**src/rtl/gpio_pkg.sv**
```systemverilog
package gpio_pkg;
  typedef enum logic [2:0] {
    K_DOUT = 3'd0, K_DIN = 3'd1, K_OE = 3'd2, K_SRC = 3'd3,
    K_EN = 3'd4, K_MODE = 3'd5, K_POL = 3'd6, K_STAT = 3'd7
  } kind_e;

  typedef enum logic [1:0] {
    A_WRITE = 2'd0, A_SET = 2'd1, A_CLR = 2'd2, A_NONE = 2'd3
  } alias_e;

  localparam int KIND_LSB  = 8;
  localparam int ALIAS_LSB = 2;
  localparam int NUM_KINDS = 8;
endpackage

```
**src/rtl/gpio_sync.sv**
```systemverilog
module gpio_sync #(
  parameter int PINS   = 32,
  parameter int STAGES = 2
) (
  input  logic            clk,
  input  logic            rst,
  input  logic [PINS-1:0] async_i,
  output logic [PINS-1:0] sync_o
);
  logic [PINS-1:0] chain_q [STAGES];

  for (genvar s = 0; s < STAGES; s++) begin : g_stage
    always_ff @(posedge clk) begin
      if (rst) chain_q[s] <= '0;
      else if (s == 0) chain_q[s] <= async_i;
      else chain_q[s] <= chain_q[(s == 0) ? 0 : s-1];
    end
  end

  assign sync_o = chain_q[STAGES-1];
endmodule

```
**src/rtl/gpio_detect.sv**
```systemverilog
module gpio_detect #(
  parameter int PINS = 32
) (
  input  logic            clk,
  input  logic            rst,
  input  logic [PINS-1:0] pin_i,
  input  logic [PINS-1:0] src_i,
  input  logic [PINS-1:0] mode_i,
  input  logic [PINS-1:0] pol_i,
  output logic [PINS-1:0] evt_o
);
  logic [PINS-1:0] prev_q;

  always_ff @(posedge clk) begin
    if (rst) prev_q <= '0;
    else prev_q <= pin_i;
  end

  for (genvar p = 0; p < PINS; p++) begin : g_pin
    logic lvl_hit, edge_hit;
    always_comb begin
      lvl_hit  = pol_i[p] ? pin_i[p] : ~pin_i[p];
      edge_hit = pol_i[p] ? (pin_i[p] & ~prev_q[p]) : (~pin_i[p] & prev_q[p]);
      evt_o[p] = src_i[p] & (mode_i[p] ? lvl_hit : edge_hit);
    end
  end
endmodule

```
**src/rtl/gpio_regs.sv**
```systemverilog
module gpio_regs
  import gpio_pkg::*;
#(
  parameter int PINS = 32
) (
  input  logic            clk,
  input  logic            rst,
  input  logic            wr_i,
  input  kind_e           kind_i,
  input  alias_e          alias_i,
  input  logic [PINS-1:0] wdata_i,
  input  logic [PINS-1:0] evt_i,
  output logic [PINS-1:0] regs_o [NUM_KINDS]
);
  function automatic logic [PINS-1:0] apply(input logic [PINS-1:0] old,
                                            input alias_e a,
                                            input logic [PINS-1:0] d);
    case (a)
      A_WRITE: apply = d;
      A_SET:   apply = old | d;
      A_CLR:   apply = old & ~d;
      default: apply = old;
    endcase
  endfunction

  for (genvar k = 0; k < NUM_KINDS; k++) begin : g_reg
    if (k == int'(K_DIN)) begin : g_none
      assign regs_o[k] = '0;
    end else if (k == int'(K_STAT)) begin : g_stat
      logic [PINS-1:0] st_q, clr;
      assign clr = (wr_i && kind_i == K_STAT && alias_i == A_CLR) ? wdata_i : '0;
      always_ff @(posedge clk) begin
        if (rst) st_q <= '0;
        else st_q <= (st_q & ~clr) | evt_i;
      end
      assign regs_o[k] = st_q;

      // a status bit only drops after a clear-alias write of that bit
      assert_sticky_R8: assert property (@(posedge clk) disable iff (rst)
        ((($past(st_q) & ~st_q) & ~$past(clr)) == '0));
      // every detection event leaves its bit set, whatever the clear
      assert_set_wins_R9: assert property (@(posedge clk) disable iff (rst)
        (($past(evt_i) & ~st_q) == '0));
    end else begin : g_cfg
      logic [PINS-1:0] q;
      always_ff @(posedge clk) begin
        if (rst) q <= '0;
        else if (wr_i && kind_i == kind_e'(3'(k))) q <= apply(q, alias_i, wdata_i);
      end
      assign regs_o[k] = q;
    end
  end

  // newly pending bits must belong to pins selected as sources
  assert_src_gate_R7: assert property (@(posedge clk) disable iff (rst)
    (((regs_o[K_STAT] & ~$past(regs_o[K_STAT])) & ~$past(regs_o[K_SRC])) == '0));
endmodule

```
**src/rtl/gpio_port.sv**
```systemverilog
module gpio_port
  import gpio_pkg::*;
#(
  parameter int PINS   = 32,
  parameter int ADDR_W = 12
) (
  input  logic              clk,
  input  logic              rst,
  input  logic              bus_wr,
  input  logic              bus_rd,
  input  logic [ADDR_W-1:0] bus_addr,
  input  logic [PINS-1:0]   bus_wdata,
  output logic [PINS-1:0]   bus_rdata,
  input  logic [PINS-1:0]   pad_in,
  output logic [PINS-1:0]   pad_out,
  output logic [PINS-1:0]   pad_oe,
  output logic              irq
);
  kind_e           kind;
  alias_e          alias_sel;
  logic [PINS-1:0] pin_sync, evt;
  logic [PINS-1:0] regs [NUM_KINDS];
  logic            unused_addr;

  assign kind        = kind_e'(bus_addr[KIND_LSB +: 3]);
  assign alias_sel   = alias_e'(bus_addr[ALIAS_LSB +: 2]);
  assign unused_addr = ^bus_addr;

  gpio_sync #(.PINS(PINS), .STAGES(2)) u_sync (
    .clk(clk), .rst(rst), .async_i(pad_in), .sync_o(pin_sync));

  gpio_detect #(.PINS(PINS)) u_detect (
    .clk(clk), .rst(rst), .pin_i(pin_sync),
    .src_i(regs[K_SRC]), .mode_i(regs[K_MODE]), .pol_i(regs[K_POL]),
    .evt_o(evt));

  gpio_regs #(.PINS(PINS)) u_regs (
    .clk(clk), .rst(rst), .wr_i(bus_wr), .kind_i(kind), .alias_i(alias_sel),
    .wdata_i(bus_wdata), .evt_i(evt), .regs_o(regs));

  always_ff @(posedge clk) begin
    if (rst) begin
      bus_rdata <= '0;
      irq       <= 1'b0;
    end else begin
      if (bus_rd) bus_rdata <= (kind == K_DIN) ? pin_sync : regs[kind];
      irq <= |(regs[K_STAT] & regs[K_EN]);
    end
  end

  assign pad_out = regs[K_DOUT];
  assign pad_oe  = regs[K_OE];

  // the interrupt follows enabled pending status by one clock
  assert_irq_follow_R10: assert property (@(posedge clk) disable iff (rst)
    $past(!rst) |-> (irq == $past(|(regs[K_STAT] & regs[K_EN]))));
  // pads follow the output registers, which change only on bus writes
  assert_pad_stable_R3: assert property (@(posedge clk) disable iff (rst)
    $past(!bus_wr) |-> ($stable(pad_out) && $stable(pad_oe)));
endmodule

```
**config.mk**
```make
export PLATFORM = sky130hd
export DESIGN_NAME = gpio_port
export DESIGN_NICKNAME = d
export VERILOG_FILES = /design/src/rtl/gpio_pkg.sv /design/src/rtl/gpio_sync.sv /design/src/rtl/gpio_detect.sv /design/src/rtl/gpio_regs.sv /design/src/rtl/gpio_port.sv
export SDC_FILE = /design/constraint.sdc
export NUM_CORES = 1
export LEC_CHECK = 0
export ABC_CLOCK_PERIOD_IN_PS = 3200
export BUFFER_PORTS_ARGS = -buffer_cell sky130_fd_sc_hd__buf_2
export CORE_UTILIZATION = 50
export CTS_BUF_LIST = sky130_fd_sc_hd__clkbuf_8
export CTS_CLUSTER_SIZE = 12
export DETAILED_ROUTE_END_ITERATION = 12
export HOLD_SLACK_MARGIN = 0.06
export PLACE_DENSITY = 0.66
export SETUP_SLACK_MARGIN = 0.05
export SYNTH_ARGS = -nofsm -noshare
export SYNTH_HDL_FRONTEND = slang
export SYNTH_SLANG_ARGS = --single-unit
```
**constraint.sdc**
```tcl
create_clock -name clk -period 3.2 [get_ports clk]
set_input_delay 0.16 -clock clk [delete_from_list [all_inputs] [get_ports clk]]
set_output_delay 0.16 -clock clk [all_outputs]
set_load 0.05 [all_outputs]
```
==> results.md, run 1 <==
Status:
- The run finished with clean final reports.

Synth:
- Sorting the synthesized cells by how often they occur yields 353 x sky130_fd_sc_hd__dfxtp_1, 192 x sky130_fd_sc_hd__a211oi_1, 192 x sky130_fd_sc_hd__a31oi_1.
- The synthesized net count is 1652.
- In this run, synthesis inferred 0 flip-flops with an integrated enable.
- Of the post-synthesis cell area, the dominant cell type holds 0.442.
- The post-synthesis cell type count is 36.
- The mapped netlist covers 0.0160 mm².
- For this run, the number of Yosys warnings is 0.
- Dividing the synthesized area by the synthesized cell count gives 10.2 µm².
- By area the synthesized netlist is led by sky130_fd_sc_hd__dfxtp_1 44%, sky130_fd_sc_hd__a211oi_1 9.0%, sky130_fd_sc_hd__mux4_2 8.0%.
- In the post-synthesis netlist, the cell with the most instances is sky130_fd_sc_hd__dfxtp_1.
- The flip-flop and latch count after synthesis is 353.
- The most instantiated flip-flop cell in the synthesis netlist is sky130_fd_sc_hd__dfxtp_1.
- Counting every instance in the synthesized netlist gives 1569.
- The largest total area in the synthesized netlist belongs to sky130_fd_sc_hd__dfxtp_1.
- The share of the Yosys chip area taken by registers is 0.442.
- The async set-or-reset flop fraction in the synthesized netlist is 0.

Floorplan:
- In this run the core area contains 65 standard-cell rows.
- The die outline height is 181 µm.
- For this configuration, the core starts out at a cell density of 0.508.
- The I/O pin total is 177.
- The floorplan die area is 0.0327 mm².
- The core region is 0.0315 mm².
- The die is 181 µm wide.

Critical path:
- The endpoint required time on the critical path is 3.65 ns.
- At the worst endpoint, the arrival time is 2.30 ns.
- The critical path goes through dlygate4sd3_1, buf_2, nand2_1, buf_4, o22ai_1, nor3_2.
- The master of the slowest instance on the critical path is sky130_fd_sc_hd__dlygate4sd3_1.
- In this run the worst path has a maximum fanout of 25.
- The category of the most critical setup path is in2reg.
- STA classifies the critical path endpoint as a register.
- The register-to-register path setup slack is 1.77 ns.
- The worst setup path is launched from an input port.
- In this design, the stage delay of the slowest critical-path cell is 0.52 ns.
- Together, buffers and inverters on the worst path number 3.
- The cell class contributing the biggest share of worst-path delay is buffers and inverters.

Route:
- The final route contains 13300 vias.
- In the final routed layout, each cell accounts on average for 22.6 µm.
- After the first detailed-routing iteration, the DRC count stood at 1152.
- In the routed design, unresolved DRC markers number 0.
- The pre-antenna-repair detailed-routing pass consisted of 7 iterations.
- The number of vias per cell after detailed routing is 6.35.
- The number of nets still failing antenna checks after routing is 0.
- The final layout contains routed wiring with a total length of 47.5 mm.

Cells and area:
- The number of standard cells in the layout, taps in and fillers out is 2102.
- Compared with the post-synthesis result, the final layout area differs by 13.5%.
- For this run, the share of the core covered by cells in the final layout is 0.576.
- The net total in the final layout is 1744.
- 0 antenna diodes ended up in the layout.
- The ratio of cells with drive above 1 in the final layout is 0.206.
- The final cell area excluding filler cells is 0.0181 mm².

Clocking:
- In this run the clock root is driven by a sky130_fd_sc_hd__clkbuf_8.
- The later pin in the worst-skew pair is clocked with a latency of 0.59 ns.
- The clock tree from TritonCTS is yes.
- The tree built by TritonCTS fans out to 353 sinks.
- The clock passes through at most 3 buffers.
- The number of clock buffers added by TritonCTS is 57.
- The H-tree generated during clock tree synthesis spans 2 levels.
- The CTS clock-pin slew for the worst setup and hold paths is 0.06 ns.

STA:
- The hold violation total from the final report is 0.
- The final count of pins violating max slew came to 0.
- The summed negative setup slack over all endpoints is 0 ns.
- Setup repair after global routing left no endpoint under its margin.
- Measured against its own limit, the worst slew margin works out to 0.418.
- The fraction of the cycle the final worst path needs is 0.579.
- The fmax is 540 MHz.
- Setup violations remaining at the end of the flow were counted as 0.
- After layout, the minimum clock period comes to 1.85 ns.
- The largest clock skew in the final design is 0.0247 ns.
- The slew at the pin with the worst max-slew slack is 0.865 ns.

Power and ir drop:
- The net switching power is 2.63 mW.
- The total power per unit cell area is 522 mW/mm².
- The fraction of power spent switching nets is 0.278.
- VDD sags by at most 0.000289 V.
- The internal power consumption is 6.84 mW.
- Total power for the finished layout comes to 9.46 mW.
- Of the total power, combinational logic draws 0.125.
- The power share of the sequential group is 0.487.
- In this run the static leakage power is 6.75 nW.
- The share of total power dissipated in the clock network is 0.389.

Global routing:
- The first global-routing pass estimated 73.0 mm of wire.
- After global routing the overflow that remains totals 0.
- In the global route stage, overall resource usage came out at 0.283.
- The initial antenna violation count was 0.
- The number of global-route vias before repair is 12700.
- The largest net degree at the start of global routing is 100.

Placed design:
- During placement, the flow inserted port buffers numbering 169.
- The congestion estimate from routability-driven global placement came to 0.866.
- The detailed placement HPWL is 28.4 mm.
- The placed instance count is 1930.
- The placed instance area is 0.0163 mm².

Worst hold path:
- The path class of the lowest-slack min-delay path is in2reg.

Flow run:
- The max-cap check violation count is 0.
per-layer routing:
layer / track usage / routed length [µm] / up-vias
li1: - / - / 6052
met1: 0.392 / 21000 / 6544
met2: 0.438 / 21400 / 630
met3: 0.0522 / 3520 / 113
met4: 0.112 / 1570 / 0
met5: 0 / 0 / -
metrics by stage:
step | hold slack, ns | worst slack (ns)
2_1_floorplan | 0.288 | 1.62
3_3_place_gp | 0.371 | 0.875
3_5_place_dp | 0.373 | 0.832
4_1_cts | 0.204 | 1.43
5_1_grt | 0.243 | 1.21
6_report | 0.233 | 1.35
cell type report:
class,count,area (µm²)
timing repair buffer,278,1960
clock buffer,69,950
inverter,36,135
fill,2692,13300
tap,402,503
multi-input combinational,935,7400
clock inverter,29,115
sequential,353,7070
sequential cells by signal, summed over array words and instances (netlist names):
name	flops
u_detect.prev_q	32
bus_rdata	32
irq	1
u_regs.g.g_cfg.q	192
u_sync.chain_q	64
u_regs.g.g_stat.st_q	32
what timing repair did:
action,4_1_cts,5_1_grt
hold endpoints to repair,278,0
hold buffers,74,0
gates resized for setup,0,0
buffers inserted,0,0
worst register-to-register path, delay by kind of cell (launching register included):
family             cells  cell delay, ns
and+or+nand+nor        1            0.20
AOI/OAI and AO/OA      2            0.80
DFF                    1            0.33
final timing paths:
path | from | endpoint | depth (start not counted)
worst max-delay path | bus_rd | bus_rdata[26] | 6
worst min register to register | u_sync.chain_q[0][28] | u_sync.chain_q[1][28] | 1
worst min-delay path | bus_addr[8] | u_regs.g_reg[4].g_cfg.q[6] | 5
worst max register to register | u_regs.g_reg[7].g_stat.st_q[12] | irq | 3
cells by family after synthesis:
kind of cell / after synthesis / synth area share
and+or+nand+nor: 243 / 0.0914
AOI/OAI and AO/OA: 561 / 0.241
buffers and inverters: 281 / 0.0961
muxes: 64 / 0.0918
adders and majority gates: 3 / 0.00235
DFF: 353 / 0.442
xor gates and xnor gates: 64 / 0.0351
power groups by stage:
| stage | clock [mW] | sequential (mW) | combinational (mW) |
|---|---|---|---|
| floorplan | 0 | 4.76 | 0.737 |
| global placement | 0 | 4.69 | 1.08 |
| detailed placement | 0 | 4.70 | 1.09 |
| CTS | 3.73 | 4.60 | 1.17 |
| global route | 3.92 | 4.61 | 1.26 |
| finish | 3.68 | 4.61 | 1.18 |
cells in the final DEF, fill, tap and decap left out, types with 32 or more instances in the layout:
master	count
sky130_fd_sc_hd__a211oi_1	192
sky130_fd_sc_hd__a21oi_1	32
sky130_fd_sc_hd__a31oi_1	192
sky130_fd_sc_hd__buf_2	166
sky130_fd_sc_hd__clkbuf_8	69
sky130_fd_sc_hd__dfxtp_1	353
sky130_fd_sc_hd__dlygate4sd3_1	74
sky130_fd_sc_hd__inv_1	59
sky130_fd_sc_hd__mux4_2	57
sky130_fd_sc_hd__nand2b_1	33
sky130_fd_sc_hd__nor2_1	32
sky130_fd_sc_hd__nor2b_1	128
sky130_fd_sc_hd__o211ai_1	32
sky130_fd_sc_hd__o22ai_1	32
sky130_fd_sc_hd__o31ai_1	64
sky130_fd_sc_hd__xnor2_1	32
sky130_fd_sc_hd__xor2_1	32
Note: power is estimated with default switching activity, not from simulation.
==> run 2, diff against run 1 <==
--- a/config.mk
+++ b/config.mk
@@ -5,14 +5,15 @@
 export SDC_FILE = /design/constraint.sdc
 export NUM_CORES = 1
 export LEC_CHECK = 0
-export ABC_CLOCK_PERIOD_IN_PS = 3200
+export ABC_AREA = 1
+export ABC_CLOCK_PERIOD_IN_PS = 1700
 export BUFFER_PORTS_ARGS = -buffer_cell sky130_fd_sc_hd__buf_2
 export CORE_UTILIZATION = 50
 export CTS_BUF_LIST = sky130_fd_sc_hd__clkbuf_8
 export CTS_CLUSTER_SIZE = 12
 export DETAILED_ROUTE_END_ITERATION = 12
 export HOLD_SLACK_MARGIN = 0.06
-export PLACE_DENSITY = 0.66
+export PLACE_DENSITY = 0.68
 export SETUP_SLACK_MARGIN = 0.05
 export SYNTH_ARGS = -nofsm -noshare
 export SYNTH_HDL_FRONTEND = slang
==> constraint.sdc (replaced) <==
create_clock -name clk -period 1.7 [get_ports clk]
set_input_delay 0.085 -clock clk [delete_from_list [all_inputs] [get_ports clk]]
set_output_delay 0.085 -clock clk [all_outputs]
set_load 0.05 [all_outputs]
==> results.md, run 2 <==
Status:
- Run status: finished clean (unchanged).

Floorplan:
- The starting density of the core is 0.509 (was 0.508).
- The I/O pin total is 177 (unchanged).
- The floorplan die area came to 0.0369 mm² (was 0.0327 mm²).
- The number of core rows is 69 (was 65).
- The die outline height is 192 µm (was 181 µm).
- The die span in x is 192 µm (was 181 µm).
- The floorplan core area is 0.0356 mm² (was 0.0315 mm²).

Route:
- The post-detailed-route DRC marker count is 0 (unchanged).
- The total detailed-routing wirelength is 61.4 mm (was 47.5 mm).
- The iteration count of the initial detailed-routing pass is 5 (was 7).
- The number of nets still failing antenna checks after routing is 0 (unchanged).
- The initial detailed-routing violation count is 1995 (was 1152).
- The number of vias per cell after detailed routing is 5.42 (was 6.35).
- The average wire per cell in the routed design is 17.0 µm (was 22.6 µm).
- The count of vias placed by the detailed router came to 19600 (was 13300).

Critical path:
- The category of the most critical setup path is in2reg (unchanged).
- The type of destination of the critical path is a register (unchanged).
- The startpoint of the most critical register-to-register path is u_regs.g_reg[4].g_cfg.q[1] (was u_regs.g_reg[7].g_stat.st_q[12]).
- The arrival time at the worst endpoint is 2.11 ns (was 2.30 ns).
- The maximum fanout along the worst path came to 96 (was 25).
- The endpoint required time on the critical path is 2.23 ns (was 3.65 ns).
- The register-to-register path setup slack came to 0.43 ns (was 1.77 ns).
- Ordered cell list for the critical path: dlygate4sd3_1, buf_8, buf_16, nor2_1, dlygate4sd3_1 (was dlygate4sd3_1, buf_2, nand2_1, buf_4, o22ai_1, nor3_2).
- The master of the slowest instance on the critical path is sky130_fd_sc_hd__dlygate4sd3_1 (unchanged).
- The critical path launch point type is an input port (unchanged).
- The launching element of the worst setup path is rst (was bus_rd).
- The largest stage delay on the critical path is 0.60 ns (was 0.52 ns).
- The cell that appears most often on the critical path is sky130_fd_sc_hd__dlygate4sd3_1.
- The destination of the worst register-to-register timing path was irq (unchanged).
- The worst reg-to-reg path cell count is 6 (was 3).

Synth:
- The cell type with the largest total area after synthesis was sky130_fd_sc_hd__dfxtp_1 (unchanged).
- The count of flip-flops with a built-in enable after synthesis was 0 (unchanged).
- The most used standard cell by instance count after synthesis is sky130_fd_sc_hd__nor2_1 (was sky130_fd_sc_hd__dfxtp_1).
- The synthesized net count was 2995 (was 1652).
- The warning count from the yosys run is 0 (unchanged).
- The flip-flop and latch count after synthesis is 353 (unchanged).
- Top cell types by occurrence after synthesis: 690 x sky130_fd_sc_hd__nor2_1, 623 x sky130_fd_sc_hd__nand2_1, 353 x sky130_fd_sc_hd__dfxtp_1 (was 353 x sky130_fd_sc_hd__dfxtp_1, 192 x sky130_fd_sc_hd__a211oi_1, 192 x sky130_fd_sc_hd__a31oi_1).
- Biggest area contributors in the synthesized netlist: sky130_fd_sc_hd__dfxtp_1 39%, sky130_fd_sc_hd__nor2_1 14%, sky130_fd_sc_hd__nand2_1 13% (was sky130_fd_sc_hd__dfxtp_1 44%, sky130_fd_sc_hd__a211oi_1 9.0%, sky130_fd_sc_hd__mux4_2 8.0%).
- The cell area after synthesis is 0.0181 mm² (was 0.0160 mm²).
- The area share of the largest cell type after synthesis was 0.391 (was 0.442).
- The most instantiated flip-flop cell in the synthesis netlist is sky130_fd_sc_hd__dfxtp_1 (unchanged).
- The async set-or-reset flop fraction in the synthesized netlist is 0 (unchanged).
- The average size of a mapped cell was 6.21 µm² (was 10.2 µm²).
- The post-synthesis cell type count is 21 (was 36).
- The share of synthesized area occupied by flip-flops and latches is 0.391 (was 0.442).
- The gate count after technology mapping came to 2912 (was 1569).

Global routing:
- The number of global-route vias before repair is 17800 (was 12700).
- The largest net degree at the start of global routing is 97 (was 100).
- The met3 track utilization from global routing is 0.0541 (was 0.0522).
- The global route total overflow is 0 (unchanged).
- The most congested layer reported by global routing is met2 (unchanged).
- The initial antenna violation count is 0 (unchanged).
- The global-route met2 utilization is 0.526 (was 0.438).
- The overall global routing resource usage is 0.331 (was 0.283).
- The met1 demand-to-capacity share in global routing came to 0.438 (was 0.392).
- The first-pass GRT wire length is 95.2 mm (was 73.0 mm).

Cells and area:
- The sequential cell area in the final layout was 0.00707 mm² (unchanged).
- The final cell area excluding filler cells was 0.0214 mm² (was 0.0181 mm²).
- Commonest cells after routing, fill and taps aside: 690 x sky130_fd_sc_hd__nor2_1, 623 x sky130_fd_sc_hd__nand2_1, 353 x sky130_fd_sc_hd__dfxtp_1, 280 x sky130_fd_sc_hd__inv_1, 186 x sky130_fd_sc_hd__nor3_1 (was 353 x sky130_fd_sc_hd__dfxtp_1, 192 x sky130_fd_sc_hd__a31oi_1, 192 x sky130_fd_sc_hd__a211oi_1, 166 x sky130_fd_sc_hd__buf_2, 128 x sky130_fd_sc_hd__nor2b_1).
- The area growth from synthesis to layout came to 18.4% (was 13.5%).
- The net total in the final layout is 3190 (was 1744).
- The largest register by flop count is u_regs.g.g_cfg.q (unchanged).
- The area of the multi-input gates was 0.00894 mm² (was 0.00740 mm²).
- Biggest registers after layout: u_regs.g.g_cfg.q x192, u_sync.chain_q x64 (unchanged).
- The most frequent standard cell in the layout excluding fill and tap cells is sky130_fd_sc_hd__nor2_1 (was sky130_fd_sc_hd__dfxtp_1).
- The antenna diode count is 0 (unchanged).
- The number of flip-flops under the largest register name is 192 (unchanged).
- The ratio of cells with drive above 1 in the final layout was 0.113 (was 0.206).
- The total of fill cells in the finished design is 3493 (was 2692).

Worst hold path:
- The worst min-delay path startpoint is bus_addr[8] (unchanged).
- The path class of the lowest-slack min-delay path is in2reg (unchanged).
- The worst hold endpoint is bus_rdata[29] (was u_regs.g_reg[4].g_cfg.q[6]).
- The count of cells along the worst hold path came to 7 (was 5).

STA:
- The final count of pins violating max slew is 0 (unchanged).
- Subtracting the final worst setup slack from the clock period gives 1.58 ns.
- The summed negative setup slack over all endpoints is 0 ns (unchanged).
- The hold violation total from the final report came to 0 (unchanged).
- The slew at the pin with the worst max-slew slack is 0.511 ns (was 0.865 ns).
- The fmax is 634 MHz.
- The tightest slew margin relative to the limit was 0.659 (was 0.418).
- Of the available clock period, the critical path in the final layout requires 0.927.
- The final worst slack came to 0.124 ns (was 1.35 ns).
- The number of setup violations in the final report is 0 (unchanged).
- Setup repair after global routing missed its margin: no (unchanged).
- The largest clock skew in the final design is 0.0180 ns (was 0.0247 ns).

Clocking:
- The cell chosen for the clock root was sky130_fd_sc_hd__clkbuf_8 (unchanged).
- The number of clock buffers inserted by TritonCTS is 61 (was 57).
- The clock tree from TritonCTS is yes (unchanged).
- The CTS sink count is 353 (unchanged).
- The insertion delay of the later-clocked pin in the worst-skew pair is 0.66 ns (was 0.59 ns).
- The count of buffers added by post-CTS timing repair for setup came to 0 (unchanged).
- The buffer depth of the longest clock path is 3 (unchanged).
- The CTS clock-pin slew for the worst setup and hold paths came to 0.06 ns (about the same).
- The level count of the clock H-tree is 2 (unchanged).

Placed design:
- The placed instance area is 0.0193 mm² (was 0.0163 mm²).
- The detailed placement HPWL is 37.6 mm (was 28.4 mm).
- The worst setup slack after placement came to 0.165 ns (was 0.832 ns).
- The number of I/O port buffers came to 169 (unchanged).
- The final weighted congestion of routability-driven global placement came to 0.907 (was 0.866).

Power and ir drop:
- The leakage power is 10.7 nW (was 6.75 nW).
- The worst IR drop on VDD is 0.000650 V (was 0.000289 V).
- The total power per unit cell area is 865 mW/mm² (was 522 mW/mm²).

Flow run:
- The max-cap check violation count is 0 (unchanged).
==> run 2: final cells by class <==
class                      count  area share
tap                          461      0.0269
inverter                     266      0.0467
timing repair buffer         342       0.125
sequential                   353       0.330
multi-input combinational   2083       0.417
clock buffer                  74      0.0475
clock inverter                31     0.00648
==> run 2: layer usage <==
metal | routed length [µm] | up-vias
li1 | - | 9513
met5 | 0 | -
met3 | 6020 | 203
met1 | 25500 | 8896
met4 | 2610 | 0
met2 | 27300 | 955
==> run 2: cell families (layout without fill, tap and decap cells) <==
kind of cell,after synthesis,in the layout,synth area share
AO/OA/AOI/OAI,397,397,0.114
AND/OR/NAND/NOR,1683,1683,0.376
flip-flops,353,353,0.391
buffers and inverters,476,713,0.117
adder cells (fa/ha/maj),3,3,0.00208
==> run 2: where the power goes <==
part           internal, mW  switching (mW)  leakage [nW]
Clock                  3.90            3.61         0.680
Sequential             8.47           0.128          2.87
Combinational         0.787            1.65          7.11
Total                  13.2            5.38          10.7
==> run 2: through the flow <==
stage	total power [mW]	instances	util	hold slack [ns]
after floorplan	10.2	2912	-	0.192
after global placement	11.0	3414	0.544	0.283
after global routing	19.2	3610	0.602	0.136
after detailed placement	11.0	3414	0.544	0.291
final	18.5	3610	0.602	0.136
after CTS	18.6	3610	0.602	0.0824
==> run 2: how the worst max path moves through the flow <==
stage / to / slack, ns / cells past startpoint
final: u_sync.chain_q[0][29] / 0.12 / 5
after global routing: u_sync.chain_q[0][29] / 0.08 / 5
after CTS: pad_out[23] / 0.18 / 1
after detailed placement: u_regs.g_reg[7].g_stat.st_q[0] / 0.17 / 9
after global placement: bus_rdata[23] / 0.18 / 9
after floorplan: u_regs.g_reg[2].g_cfg.q[10] / 0.41 / 7
==> run 2: critical path, delay by kind of cell <==
kind	cells	cell delay [ns]
buffers and inverters	4	1.80
AND/OR/NAND/NOR	1	0.12
==> run 2: timing repair <==
| item | 4_1_cts | 5_1_grt |
|---|---|---|
| setup endpoints to repair | 0 | 1 |
| resized for setup | 0 | 1 |
| hold endpoints to repair | 331 | 0 |
| hold buffers | 91 | 0 |
